### src/rtl/twd_pkg.sv
package twd_pkg;
  localparam int unsigned TWD_BYTE_W = 8;

  typedef enum logic [2:0] {
    OP_RESET   = 3'd0,
    OP_ADDR_WR = 3'd1,
    OP_ADDR_RD = 3'd2,
    OP_DATA_WR = 3'd3,
    OP_DATA_RD = 3'd4
  } twd_op_e;

  typedef enum logic [2:0] {
    PH_IDLE, PH_RST, PH_START, PH_INS, PH_LEN, PH_DATA, PH_WAIT, PH_STOP
  } twd_phase_e;

  typedef enum logic [1:0] {SG_IDLE, SG_LOW, SG_HIGH} twd_sg_e;

  // instruction code, bit 0 goes on the wire first
  function automatic logic [1:0] ins_code(twd_op_e op);
    case (op)
      OP_ADDR_WR: ins_code = 2'b11;
      OP_ADDR_RD: ins_code = 2'b10;
      OP_DATA_WR: ins_code = 2'b01;
      default:    ins_code = 2'b00;
    endcase
  endfunction
endpackage

### src/rtl/twd_strobe_gen.sv
module twd_strobe_gen
  import twd_pkg::*;
#(
  parameter int unsigned STB_LOW_CYC  = 100,
  parameter int unsigned STB_HIGH_CYC = 100,
  parameter int unsigned RST_LOW_CYC  = 2500,
  parameter int unsigned RST_IDLE_CYC = 100
) (
  input  logic clk_i,
  input  logic rst_ni,
  input  logic start_i,
  input  logic long_i,
  output logic ck_o,
  output logic done_o
);
  localparam int unsigned MAX_A   = (STB_LOW_CYC > STB_HIGH_CYC) ? STB_LOW_CYC : STB_HIGH_CYC;
  localparam int unsigned MAX_B   = (RST_LOW_CYC > RST_IDLE_CYC) ? RST_LOW_CYC : RST_IDLE_CYC;
  localparam int unsigned MAX_CYC = (MAX_A > MAX_B) ? MAX_A : MAX_B;
  localparam int unsigned CW      = $clog2(MAX_CYC + 1);

  twd_sg_e       st_q;
  logic [CW-1:0] cnt_q;
  logic          long_q;
  logic          ck_q;
  logic          done_q;

  always_ff @(posedge clk_i or negedge rst_ni) begin
    if (!rst_ni) begin
      st_q   <= SG_IDLE;
      cnt_q  <= '0;
      long_q <= 1'b0;
      ck_q   <= 1'b1;
      done_q <= 1'b0;
    end else begin
      done_q <= 1'b0;
      case (st_q)
        SG_IDLE: if (start_i) begin
          st_q   <= SG_LOW;
          ck_q   <= 1'b0;
          long_q <= long_i;
          cnt_q  <= long_i ? CW'(RST_LOW_CYC - 1) : CW'(STB_LOW_CYC - 1);
        end
        SG_LOW: if (cnt_q == '0) begin
          st_q  <= SG_HIGH;
          ck_q  <= 1'b1;
          cnt_q <= long_q ? CW'(RST_IDLE_CYC - 1) : CW'(STB_HIGH_CYC - 1);
        end else begin
          cnt_q <= cnt_q - CW'(1);
        end
        SG_HIGH: if (cnt_q == '0) begin
          st_q   <= SG_IDLE;
          done_q <= 1'b1;
        end else begin
          cnt_q <= cnt_q - CW'(1);
        end
        default: st_q <= SG_IDLE;
      endcase
    end
  end

  assign ck_o   = ck_q;
  assign done_o = done_q;
endmodule

### src/rtl/twd_shift_reg.sv
module twd_shift_reg #(
  parameter int unsigned W = 8
) (
  input  logic         clk_i,
  input  logic         rst_ni,
  input  logic         load_i,
  input  logic [W-1:0] load_val_i,
  input  logic         shift_i,
  input  logic         bit_i,
  output logic [W-1:0] q_o
);
  logic [W-1:0] q;

  // right shift, new bit enters at the MSB
  always_ff @(posedge clk_i or negedge rst_ni) begin
    if (!rst_ni)      q <= '0;
    else if (load_i)  q <= load_val_i;
    else if (shift_i) q <= {bit_i, q[W-1:1]};
  end

  assign q_o = q;
endmodule

### src/rtl/twd_retry_ctr.sv
module twd_retry_ctr #(
  parameter int unsigned LIMIT = 20
) (
  input  logic clk_i,
  input  logic rst_ni,
  input  logic clr_i,
  input  logic inc_i,
  output logic last_o
);
  localparam int unsigned RW = $clog2(LIMIT + 1);

  logic [RW-1:0] cnt_q;

  always_ff @(posedge clk_i or negedge rst_ni) begin
    if (!rst_ni)    cnt_q <= '0;
    else if (clr_i) cnt_q <= '0;
    else if (inc_i) cnt_q <= cnt_q + RW'(1);
  end

  assign last_o = (cnt_q == RW'(LIMIT - 1));
endmodule

### src/rtl/twd_master.sv
module twd_master
  import twd_pkg::*;
#(
  parameter int unsigned CLK_HZ       = 100_000_000,
  parameter int unsigned STB_LOW_NS   = 1000,
  parameter int unsigned STB_HIGH_NS  = 1000,
  parameter int unsigned RST_LOW_NS   = 25000,
  parameter int unsigned RST_IDLE_NS  = 1000,
  parameter int unsigned WAIT_RETRIES = 20
) (
  input  logic       clk_i,
  input  logic       rst_ni,
  input  logic       access_en_i,
  input  logic       req_i,
  input  logic [2:0] op_i,
  input  logic [7:0] wdata_i,
  output logic [7:0] rdata_o,
  output logic       ack_o,
  output logic       err_o,
  output logic       ck_o,
  output logic       ck_oe_o,
  output logic       dd_o,
  output logic       dd_oe_o,
  input  logic       dd_i
);
  localparam int unsigned CLK_MHZ      = CLK_HZ / 1_000_000;
  localparam int unsigned STB_LOW_CYC  = (CLK_MHZ * STB_LOW_NS  / 1000 > 0) ? CLK_MHZ * STB_LOW_NS  / 1000 : 1;
  localparam int unsigned STB_HIGH_CYC = (CLK_MHZ * STB_HIGH_NS / 1000 > 0) ? CLK_MHZ * STB_HIGH_NS / 1000 : 1;
  localparam int unsigned RST_LOW_CYC  = (CLK_MHZ * RST_LOW_NS  / 1000 > 0) ? CLK_MHZ * RST_LOW_NS  / 1000 : 1;
  localparam int unsigned RST_IDLE_CYC = (CLK_MHZ * RST_IDLE_NS / 1000 > 0) ? CLK_MHZ * RST_IDLE_NS / 1000 : 1;
  localparam int unsigned W            = TWD_BYTE_W;
  localparam int unsigned BW           = $clog2(W);

  twd_phase_e    phase_q, nxt_phase;
  twd_op_e       op_q;
  logic [BW-1:0] bit_q, nxt_bit;
  logic          drv_q, drv_oe_q, nxt_val, nxt_oe;
  logic          start_q, long_q, ack_q, err_q, ck_oe_q;
  logic [W-1:0]  rdata_q, sh_q;
  logic          strb_done, ck_w, retry_last;
  logic          fin, fin_err, busy, accept, op_ok;
  logic          is_addr, is_wr, is_rd;
  logic [1:0]    ins;

  assign busy    = (phase_q != PH_IDLE);
  assign accept  = req_i && !busy;
  assign op_ok   = access_en_i && (op_i <= 3'd4);
  assign is_addr = (op_q == OP_ADDR_WR) || (op_q == OP_ADDR_RD);
  assign is_wr   = (op_q == OP_ADDR_WR) || (op_q == OP_DATA_WR);
  assign is_rd   = (op_q == OP_ADDR_RD) || (op_q == OP_DATA_RD);
  assign ins     = ins_code(op_q);

  twd_strobe_gen #(
    .STB_LOW_CYC (STB_LOW_CYC),
    .STB_HIGH_CYC(STB_HIGH_CYC),
    .RST_LOW_CYC (RST_LOW_CYC),
    .RST_IDLE_CYC(RST_IDLE_CYC)
  ) u_strobe (
    .clk_i  (clk_i),
    .rst_ni (rst_ni),
    .start_i(start_q),
    .long_i (long_q),
    .ck_o   (ck_w),
    .done_o (strb_done)
  );

  twd_shift_reg #(.W(W)) u_shift (
    .clk_i     (clk_i),
    .rst_ni    (rst_ni),
    .load_i    (accept && op_ok),
    .load_val_i(wdata_i),
    .shift_i   (strb_done && (phase_q == PH_DATA)),
    .bit_i     (dd_i),
    .q_o       (sh_q)
  );

  twd_retry_ctr #(.LIMIT(WAIT_RETRIES)) u_retry (
    .clk_i (clk_i),
    .rst_ni(rst_ni),
    .clr_i (accept),
    .inc_i (strb_done && (phase_q == PH_WAIT) && !dd_i && !retry_last),
    .last_o(retry_last)
  );

  // next field after the current strobe completes
  always_comb begin
    nxt_phase = phase_q;
    nxt_bit   = bit_q;
    fin       = 1'b0;
    fin_err   = 1'b0;
    case (phase_q)
      PH_START: begin nxt_phase = PH_INS; nxt_bit = '0; end
      PH_INS: begin
        if (bit_q == '0) nxt_bit = BW'(1);
        else begin
          nxt_phase = is_addr ? PH_DATA : PH_LEN;
          nxt_bit   = '0;
        end
      end
      PH_LEN: begin
        if (bit_q == '0) nxt_bit = BW'(1);
        else begin
          nxt_phase = (op_q == OP_DATA_WR) ? PH_DATA : PH_WAIT;
          nxt_bit   = '0;
        end
      end
      PH_DATA: begin
        if (bit_q != BW'(W - 1)) nxt_bit = bit_q + BW'(1);
        else nxt_phase = (op_q == OP_DATA_WR) ? PH_WAIT : PH_STOP;
      end
      PH_WAIT: begin
        if (dd_i) begin
          nxt_phase = (op_q == OP_DATA_WR) ? PH_STOP : PH_DATA;
          nxt_bit   = '0;
        end else if (retry_last) begin
          nxt_phase = PH_IDLE;
          fin       = 1'b1;
          fin_err   = 1'b1;
        end
      end
      PH_STOP, PH_RST: begin nxt_phase = PH_IDLE; fin = 1'b1; end
      default: nxt_phase = PH_IDLE;
    endcase
  end

  // line drive for the field about to be strobed
  always_comb begin
    nxt_oe  = 1'b0;
    nxt_val = 1'b0;
    case (nxt_phase)
      PH_INS:  begin nxt_oe = 1'b1; nxt_val = ins[nxt_bit[0]]; end
      PH_LEN:  begin nxt_oe = 1'b1; nxt_val = 1'b0; end
      PH_DATA: begin
        nxt_oe  = is_wr;
        nxt_val = is_wr && ((phase_q == PH_DATA) ? sh_q[1] : sh_q[0]);
      end
      default: ;
    endcase
  end

  always_ff @(posedge clk_i or negedge rst_ni) begin
    if (!rst_ni) begin
      phase_q  <= PH_IDLE;
      op_q     <= OP_RESET;
      bit_q    <= '0;
      drv_q    <= 1'b0;
      drv_oe_q <= 1'b0;
      start_q  <= 1'b0;
      long_q   <= 1'b0;
      ack_q    <= 1'b0;
      err_q    <= 1'b0;
      rdata_q  <= '0;
      ck_oe_q  <= 1'b0;
    end else begin
      start_q <= 1'b0;
      ack_q   <= 1'b0;
      err_q   <= 1'b0;
      ck_oe_q <= access_en_i;
      if (accept) begin
        if (!op_ok) begin
          ack_q <= 1'b1;
          err_q <= 1'b1;
        end else begin
          op_q     <= twd_op_e'(op_i);
          bit_q    <= '0;
          drv_oe_q <= 1'b0;
          start_q  <= 1'b1;
          long_q   <= (op_i == 3'd0);
          phase_q  <= (op_i == 3'd0) ? PH_RST : PH_START;
        end
      end else if (strb_done) begin
        if (fin) begin
          phase_q  <= PH_IDLE;
          drv_oe_q <= 1'b0;
          drv_q    <= 1'b0;
          ack_q    <= 1'b1;
          err_q    <= fin_err;
          if (is_rd && !fin_err) rdata_q <= sh_q;
        end else begin
          phase_q  <= nxt_phase;
          bit_q    <= nxt_bit;
          drv_oe_q <= nxt_oe;
          drv_q    <= nxt_val;
          start_q  <= 1'b1;
        end
      end
    end
  end

  assign rdata_o = rdata_q;
  assign ack_o   = ack_q;
  assign err_o   = err_q;
  assign ck_o    = ck_w;
  assign ck_oe_o = ck_oe_q;
  assign dd_o    = drv_q;
  assign dd_oe_o = drv_oe_q;
endmodule

### config.mk
export PLATFORM = sky130hd
export DESIGN_NAME = twd_master
export DESIGN_NICKNAME = d
export VERILOG_FILES = /design/src/rtl/twd_pkg.sv /design/src/rtl/twd_strobe_gen.sv /design/src/rtl/twd_shift_reg.sv /design/src/rtl/twd_retry_ctr.sv /design/src/rtl/twd_master.sv
export SDC_FILE = /design/constraint.sdc
export NUM_CORES = 1
export LEC_CHECK = 0
export BUFFER_PORTS_ARGS = -buffer_cell sky130_fd_sc_hd__buf_2
export CAP_MARGIN = 20
export CORE_MARGIN = 5
export CORE_UTILIZATION = 30
export DETAILED_ROUTE_END_ITERATION = 6
export PLACE_DENSITY = 0.52
export SYNTH_ARGS = -nofsm -noshare
export SYNTH_HDL_FRONTEND = slang
export SYNTH_HIERARCHICAL = 1
export SYNTH_SLANG_ARGS = --single-unit
export TNS_END_PERCENT = 10
### constraint.sdc
create_clock -name clk_i -period 5.48 [get_ports clk_i]
set_input_delay 0.274 -clock clk_i [delete_from_list [all_inputs] [get_ports clk_i]]
set_output_delay 0.274 -clock clk_i [all_outputs]
set_load 0.1 [all_outputs]
# After elaboration in Yosys (flattened, before gate mapping)
# Cells that the tools add are included.
# op_classes
mux	67
reduce_logical	39
n_bitwise	1
multipliers	0
n_div	0
shift	0
eq_ne	26
magnitude_cmp	2
add_sub_neg	3
# op_table
op	count
2-to-1 mux 12 bit	4
2-to-1 mux 3 bit	15
one-hot mux 12 bit (3 select lines)	1
2-to-1 mux 1 bit	29
== test 3 bit (second input constant)	7
2-to-1 mux 8 bit	2
== test 3 x 2 -> 1 bit (second input constant)	5
one-hot mux 3 bit (5 select lines)	1
zero test 12 bit	1
2-to-1 mux 2 bit	6
one-hot mux 2 bit (3 select lines)	2
one-hot mux 3 bit (4 select lines)	1
AND reduction 3 bit	4
subtractor 12 x 1 -> 12 bit (second input constant)	1
2-to-1 mux 5 bit	2
logical AND 1 bit	9
!= test 2 x 1 -> 1 bit (second input constant)	4
one-hot mux 1 bit (2 select lines)	4
nonzero test 2 bit	4
== test 3 x 1 -> 1 bit (second input constant)	2
zero test 3 bit	2
!= test 3 bit (second input constant)	2
AND reduction 2 bit	3
AND reduction 6 bit	1
17 further kinds	26
# word_totals
memories	0
latch_bits	0
inputBits	16
mem_bits_rw	0
ff_bits	53
mem_bits_ro	0
out_inout_bits	14

# Longest topological paths before layout
# Gate-level depths: netlist of the first run.
# depth
depth_word	11
depth_mapped	8
ltp_nobuf	8

# Cells and area by module
# The synthesis of the first run kept the hierarchy.
# modules_own_cells
mod	cells_per_inst	area_per_inst_um2	seq_area_each_um2	n_inst
twd_master	129	1380.1	600.6	1
twd_strobe_gen	116	1053.5	401.6	1
twd_shift_reg	34	372.9	200.2	1
twd_retry_ctr	23	262.8	125.1	1

# Worst setup path before layout of the first run
# No wires, ideal clock.
# synth_timing
path_type	register to register
start	register phase_q[1]
end	register bit_q[2]
setup_time_ns	0.125
arrival_ns	1.744
path_slack_ns	3.611
n_path_buf	1
required_time_ns	5.355
stages_incl_launch_ff	8
cell_sequence	dfrtp_1 buf_6 or4b_4 clkinv_2 nand3_4 clkinv_4 nor2_4 mux2_4
# synth_lines
element	line	text
start, declared	twd_master.sv:34	twd_phase_e phase_q, nxt_phase;
start signal, assigned	twd_master.sv:169	phase_q <= (op_i == 3'd0) ? PH_RST : PH_START;
start signal, assigned	twd_master.sv:180	phase_q <= nxt_phase;
nonzero test 3 bit *	twd_master.sv:45	assign busy = (phase_q != PH_IDLE);
zero test 1 bit *	twd_master.sv:46	assign accept = req_i && !busy;
logical AND 1 bit *	twd_master.sv:46	
net accept	twd_master.sv:41	logic fin, fin_err, busy, accept, op_ok;
!= test 3 x 2 -> 1 bit (no line) (tied with other cells)	-	
AND reduction 6 bit (no line)	-	
end signal, assigned	twd_master.sv:181	bit_q <= nxt_bit;
end, declared	twd_master.sv:36	logic [BW-1:0] bit_q, nxt_bit;
# Mark *: on every way through the listed nets, which the timed path passes. The rest lies on a longest branch. The select of a mux whose other input is x is not followed.
# A chain may end at the register's enable or synchronous reset.

# Worst setup path after layout of the first run
# layout_timing
start	register u_strobe.st_q[0]
end	register u_strobe.cnt_q[7]
# layout_via
elab_chain_cells	3
# layout_lines
element	line	text
start, declared	twd_strobe_gen.sv:21	twd_sg_e st_q;
start signal, assigned	twd_strobe_gen.sv:29	st_q <= SG_IDLE;
start signal, assigned	twd_strobe_gen.sv:38	st_q <= SG_LOW;
start signal, assigned	twd_strobe_gen.sv:44	st_q <= SG_HIGH;
== test 2 bit (tied with other cells)	twd_strobe_gen.sv:36	case (st_q)
!= test 2 bit (no line) / nonzero test 3 bit (equally long branches)	-	
AND reduction 3 bit (no line)	-	
end signal, assigned	twd_strobe_gen.sv:41	cnt_q <= long_i ? CW'(RST_LOW_CYC - 1) : CW'(STB_LOW_CYC - 1);
end signal, assigned	twd_strobe_gen.sv:46	cnt_q <= long_q ? CW'(RST_IDLE_CYC - 1) : CW'(STB_HIGH_CYC - 1);
end signal, assigned	twd_strobe_gen.sv:48	cnt_q <= cnt_q - CW'(1);
end, declared	twd_strobe_gen.sv:22	logic [CW-1:0] cnt_q;
# Several ways; a longest one is shown, not always the timed one.

==> results.txt, run 1 <==
Syn. warnings: 6
Async set-reset flop share out of synthesis: 100%
Via-per-instance ratio: 4.96
Ant. Diodes: 0
Critical path startpoint category: flop
Area of the multi-input gates: 1610 µm²
Vias post-DR: 2,308
Root Driver: clkbuf_8
Slew @ Worst Pin: 0.666 ns
Maximum clock insertion buffer count: 2
Run status: finished clean
Worst rel slew slack: 55.6%
Largest net degree at the start of global routing: 54
Filler instances: 1,039
Final period utilization: 39.7%
Reg2Reg Depth: 7
Syn Nets: 328
Post-synth EDFFs: 0
Req. time, crit path: 5.69 ns
Clk_lat worst skew: 0.32 ns
Worst Clk Skew: 0.0181 ns
Most frequent cell after synthesis: dfrtp_1
Final core occ: 33.7%
Max Cap Violations: 0
Endpoints failing hold: 0
GRT overflow: 0
Post-synth cell types: 68
Min Tclk post-route: 2.17 ns
Arr. time, crit path: 2.38 ns
Die height: 111 µm
DP Area: 3320 µm²
Cells after synthesis: 302
Ys flop type: dfrtp_1
Setup TNS: 0 ns
Die area: 12,400 µm²
DP Wirelength: 4920 µm
H-Tree Depth: 2
Clock transition at path regs: 0.12 ns
Crit path kind: reg2reg
Routed WL per cell: 14.7 µm
Max-slew violation count: 0
Hold buffer count at cts: 0
FF+latch count, synth: 53
Worst reg2reg startpoint: u_strobe/st_q[0]
Sequential area share after synthesis: 43.3%
Vias in the first global route: 2,324
Syn avg cell area: 10.2 µm²
Post-Syn Area: 3070 µm²
Capturing point of the worst reg2reg path: u_strobe/cnt_q[7]
Core area: 10,100 µm²
Final hold slack: 0.0675 ns
Initial Util: 30.3%
First-pass GRT wire length: 11,700 µm
Initial antenna violation count: 0
Boundary Pins: 30
Routed Antenna Nets: 0
CTS Sinks: 53
CP max FO: 14
Kind of end point of the critical path: flop
Post-CTS sizing: 0
Synthesis-to-layout area growth: 11.3%
Ranking of synthesized cells by area: dfrtp_1 42%, mux2_2 4.4%, ha_1 4.1%
Setup bufs post-CTS: 0
Die width: 111 µm
Synth area leader: dfrtp_1
Fin nets: 354
Leak: 0.00158 µW
Share of cells above drive strength 1: 21.6%
Post-route cell area: 3420 µm²
PwrDens: 332 nW/µm²
Num rows: 37
DR iter-0 viols: 92
Post-detailed-routing wire length: 6830 µm
Global Route Usage Sum: 11.3%
HP Class: in2async
Port-buffer cells: 29
Share of the synthesized area in the top cell type: 42.4%
Setup-failing EPs final: 0
Fmax: 460 MHz
Worst IR drop on VDD: 0.132 mV
Routability Congestion: 0.791
Total iterations of the first detailed-routing run: 5
Residual DRC: 0
Sequential cell area: 1330 µm²
Synth top cells by count: 52 x dfrtp_1, 27 x nand2_1, 20 x nor2_1
RSZ-0062 raised after global routing: no
Flop-to-flop setup slack: 3.31 ns
CTS tree: done
Num CTS Buffers: 5
==> cell type report <==
cell class / instances / area share, %
Clock buffer: 5 / 2.01
Clock inverter: 3 / 0.842
Inverter: 14 / 1.72
Multi-Input combinational cell: 224 / 47.1
Sequential cell: 53 / 38.9
Tap cell: 136 / 4.98
Timing Repair Buffer: 30 / 4.47
==> worst max-delay path, stage by stage, from the launching register on <==
cell and delay (ns):
dfrtp_1 0.39, inv_1 0.09, ha_1 0.21, nor2b_1 0.16, nor2_1 0.22, a21boi_2 0.54
o21ai_0 0.18, a22o_1 0.26
==> layer usage <==
layer | part of all wire (%) | routed length, µm | track usage [%]
met3 | 2.9 | 197 | 2.24
met4 | 0.51 | 35 | 2.84
met5 | 0 | 0 | 0
met2 | 50 | 3410 | 18.9
met1 | 47 | 3190 | 15.1
==> sequential cells by signal (all words and copies together) (netlist names) <==
name             count
ck_oe_o              1
u_strobe/ck_o        1
op_q                 3
long_q               1
dd_o                 1
u_retry/cnt_q        5
ack_o                1
rdata_o              8
u_strobe/st_q        2
u_strobe/cnt_q      12
err_o                1
u_shift/q_o          8
start_q              1
u_strobe/done_o      1
bit_q                3
phase_q              3
dd_oe_o              1
==> worst max-delay path by stage <==
stage,start,endpoint,slack (ns),depth (start not counted)
CTS,u_strobe/st_q[0],u_strobe/cnt_q[7],3.31,7
global route,u_retry/cnt_q[0],dd_o,3.15,7
global placement,phase_q[0],bit_q[2],3.38,6
finish,u_strobe/st_q[0],u_strobe/cnt_q[7],3.31,7
detailed placement,u_strobe/st_q[0],u_strobe/cnt_q[7],3.34,7
floorplan,phase_q[1],bit_q[2],3.61,7
==> layout by cell type (no fill, tap or decap), drive strengths merged, types with 2 or more instances in the layout <==
cell / synthesis / layout
a22o: 4 / 4
nand3b: 2 / 2
mux2i: 11 / 11
dfrtp: 52 / 52
inv: 12 / 14
nand3: 4 / 4
nand4: 6 / 6
nand2b: 5 / 5
mux2: 15 / 15
a21oi: 12 / 12
ha: 10 / 10
or4b: 2 / 2
clkinv: 2 / 3
xnor2: 2 / 2
buf: 8 / 30
a21o: 6 / 6
o2bb2ai: 2 / 2
nand2: 27 / 27
nor4: 4 / 4
a32o: 2 / 2
o221ai: 2 / 2
a31o: 2 / 2
nor2b: 9 / 9
or3: 4 / 4
a41oi: 2 / 2
o31ai: 3 / 3
and3: 5 / 5
clkbuf: 3 / 5
nor3: 8 / 8
nor2: 22 / 22
xor2: 2 / 2
and4: 2 / 2
o21ai: 29 / 29
==> power breakdown <==
part / internal (µW) / total (µW) / switching (µW)
logic: 151 / 412 / 261
registers: 429 / 477 / 48.4
clock network: 96.1 / 244 / 148
==> metrics by stage <==
stage	worst slack, ns	instances	power, µW
floorplan	3.61	302	801
global placement	3.38	457	892
detailed placement	3.34	457	897
CTS	3.31	465	1150
global route	3.15	465	1220
finish	3.31	465	1130
==> cell families (layout without fill, tap and decap cells) <==
| logic type | after synthesis | count (layout) | synth area share [%] |
|---|---|---|---|
| fa+ha+maj | 10 | 10 | 4.08 |
| compound gates | 78 | 78 | 17.9 |
| mux | 26 | 26 | 9.34 |
| flops | 53 | 53 | 43.3 |
| xor+xnor | 4 | 4 | 1.14 |
| simple gates | 106 | 106 | 20.1 |
| buf+inv | 25 | 52 | 4.28 |
(Power assumes the default switching activity.)
==> run 2, diff against run 1 <==
Clock period 5.48 ns to 2.2 ns, I/O delays scaled along.
==> results.txt, run 2 (synthesis gave the netlist of run 1 again) <==
Endpoints failing hold: 0 (unchanged)
Final core occ: 35.4% (was 33.7%)
Capturing point of the worst reg2reg path: dd_o (was u_strobe/cnt_q[7])
RSZ-0062 raised after global routing: no (unchanged)
Number of flip-flops under the largest register name: 12 (unchanged)
PwrDens: 801 nW/µm² (was 332 nW/µm²)
Core area: 10,100 µm² (unchanged)
Vias post-DR: 2,424 (was 2,308)
Setup TNS: 0 ns (unchanged)
Internal Pwr Total: 1720 µW (was 676 µW)
Slack of the critical path: 0.172 ns (was 3.31 ns)
Arr. time, crit path: 2.26 ns (was 2.38 ns)
Worst Clk Skew: 0.0120 ns (was 0.0181 ns)
Routability Congestion: 0.851 (was 0.791)
Run status: finished clean (unchanged)
Num CTS Buffers: 5 (unchanged)
Placed cells: 465 (was 457)
Slew @ Worst Pin: 0.631 ns (was 0.666 ns)
Routed WL per cell: 14.5 µm (was 14.7 µm)
Reg2Reg Depth: 6 (was 7)
Worst Hold End: u_shift/q_o[3]
Die height: 111 µm (unchanged)
DR iter-0 viols: 99 (was 92)
Fin nets: 370 (was 354)
Fmax: 493 MHz (was 460 MHz)
Total iterations of the first detailed-routing run: 4 (was 5)
Die area: 12,400 µm² (unchanged)
DP Wirelength: 5190 µm (was 4920 µm)
Critical path startpoint category: flop (unchanged)
Leak: 0.00166 µW (was 0.00158 µW)
Setup-failing EPs final: 0 (unchanged)
Port-buffer cells: 29 (unchanged)
Initial antenna violation count: 0 (unchanged)
Setup slack at placement: 0.109 ns (was 3.34 ns)
Commonest non-fill, non-tap cell in the layout: dfrtp_1 (unchanged)
Most frequent cells in the layout: 52 x dfrtp_1, 29 x buf_2, 27 x nand2_1 (unchanged)
Routed Antenna Nets: 0 (unchanged)
Clock share of power: 21.2% (was 21.6%)
Final Non-Filler Cells: 481 (was 465)
Num rows: 37 (unchanged)
First-pass GRT wire length: 11,800 µm (was 11,700 µm)
Final period utilization: 92.2% (was 39.7%)
CP max FO: 9 (was 14)
Flop-to-flop setup slack: 0.17 ns (was 3.31 ns)
Cell depth of the worst hold path: 3
CTS tree: done (unchanged)
Post-detailed-routing wire length: 6960 µm (was 6830 µm)
CTS Sinks: 53 (unchanged)
Min Tclk post-route: 2.03 ns (was 2.17 ns)
Residual DRC: 0 (unchanged)
Hold Path Origin: wdata_i[3]
Req. time, crit path: 2.43 ns (was 5.69 ns)
Share of power burned in registers: 40.6% (was 42.1%)
Filler instances: 1,038 (was 1,039)
Worst reg2reg startpoint: phase_q[1] (was u_strobe/st_q[0])
H-Tree Depth: 2 (unchanged)
Initial Util: 30.3% (unchanged)
Switch Pwr: 1150 µW (was 458 µW)
Max-slew violation count: 0 (unchanged)
GRT overflow: 0 (unchanged)
Boundary Pins: 30 (unchanged)
Global Route Usage Sum: 11.3% (about the same)
Worst IR drop on VDD: 0.391 mV (was 0.132 mV)
Final hold slack: 0.00958 ns (was 0.0675 ns)
Share of cells above drive strength 1: 23.2% (was 21.6%)
Crit path kind: reg2reg (unchanged)
Clk_lat worst skew: 0.31 ns (was 0.32 ns)
Largest net degree at the start of global routing: 30 (was 54)
Worst rel slew slack: 58.0% (was 55.6%)
Comb pwr share: 38.2% (was 36.3%)
Clock transition at path regs: 0.12 ns (about the same)
Switching power as a share of total power: 39.9% (was 40.4%)
Top reg by flops: u_strobe/cnt_q (unchanged)
Maximum clock insertion buffer count: 2 (unchanged)
Kind of end point of the critical path: flop (unchanged)
HP Class: in2reg (was in2async)
Synthesis-to-layout area growth: 16.8% (was 11.3%)
Vias in the first global route: 2,372 (was 2,324)
Via-per-instance ratio: 5.04 (was 4.96)
Root Driver: clkbuf_8 (unchanged)
Ant. Diodes: 0 (unchanged)
Die width: 111 µm (unchanged)
Max Cap Violations: 0 (unchanged)
run 2: worst max path at each step:
| stage | startpoint | end | depth (start not counted) |
|---|---|---|---|
| after floorplan | phase_q[1] | bit_q[2] | 7 |
| after global placement | u_retry/cnt_q[0] | dd_oe_o | 7 |
| final | phase_q[1] | dd_o | 6 |
| after detailed placement | u_retry/cnt_q[0] | dd_o | 7 |
| after global routing | bit_q[0] | dd_o | 8 |
| after CTS | u_retry/cnt_q[0] | dd_o | 7 |
run 2: power groups by stage:
stage                     sequential (µW)  clock [µW]  combinational, µW
after floorplan                      1180           0                813
after global placement               1180           0               1080
after detailed placement             1190           0               1070
after CTS                            1170         644               1090
after global routing                 1180         675               1210
final                                1170         608               1100
run 2: layer usage:
metal,GRT usage [%],part of all wire [%],vias up
met1,14.9,46,1183
met2,19.3,49,45
met3,2.13,3.0,7
met5,0,0,-
li1,-,-,1189
met4,2.68,1.2,0
run 2: layout make-up:
type / instances / area (µm²) / area share [%]
clock buffer: 5 / 68.8 / 1.92
clock inverter: 3 / 28.8 / 0.803
inverter: 14 / 58.8 / 1.64
multi-input combinational: 224 / 1630 / 45.3
sequential: 53 / 1330 / 37.0
tap: 136 / 170 / 4.75
timing repair buffer: 46 / 305 / 8.52
run 2: stage by stage:
stage          total power [µW]  instance area (µm²)
3_3_place_gp               2260                 3390
5_1_grt                    3070                 3580
2_1_floorplan              2000                 3070
6_report                   2870                 3580
4_1_cts                    2900                 3570
3_5_place_dp               2260                 3390
run 2: repair_timing:
item,CTS,global route
hold buffers,8,0
hold endpoints to repair,31,0
endpoints found under the setup margin,0,3
resized for setup,0,2
setup buffers,0,0
run 2: worst max-delay path: stages, from the launching register on:
cell and delay (ns):
dfrtp_1 0.51, buf_4 0.19, nor2b_1 0.28, and3_1 0.23, a2111oi_2 0.07, or4b_1 0.49
o221ai_1 0.18
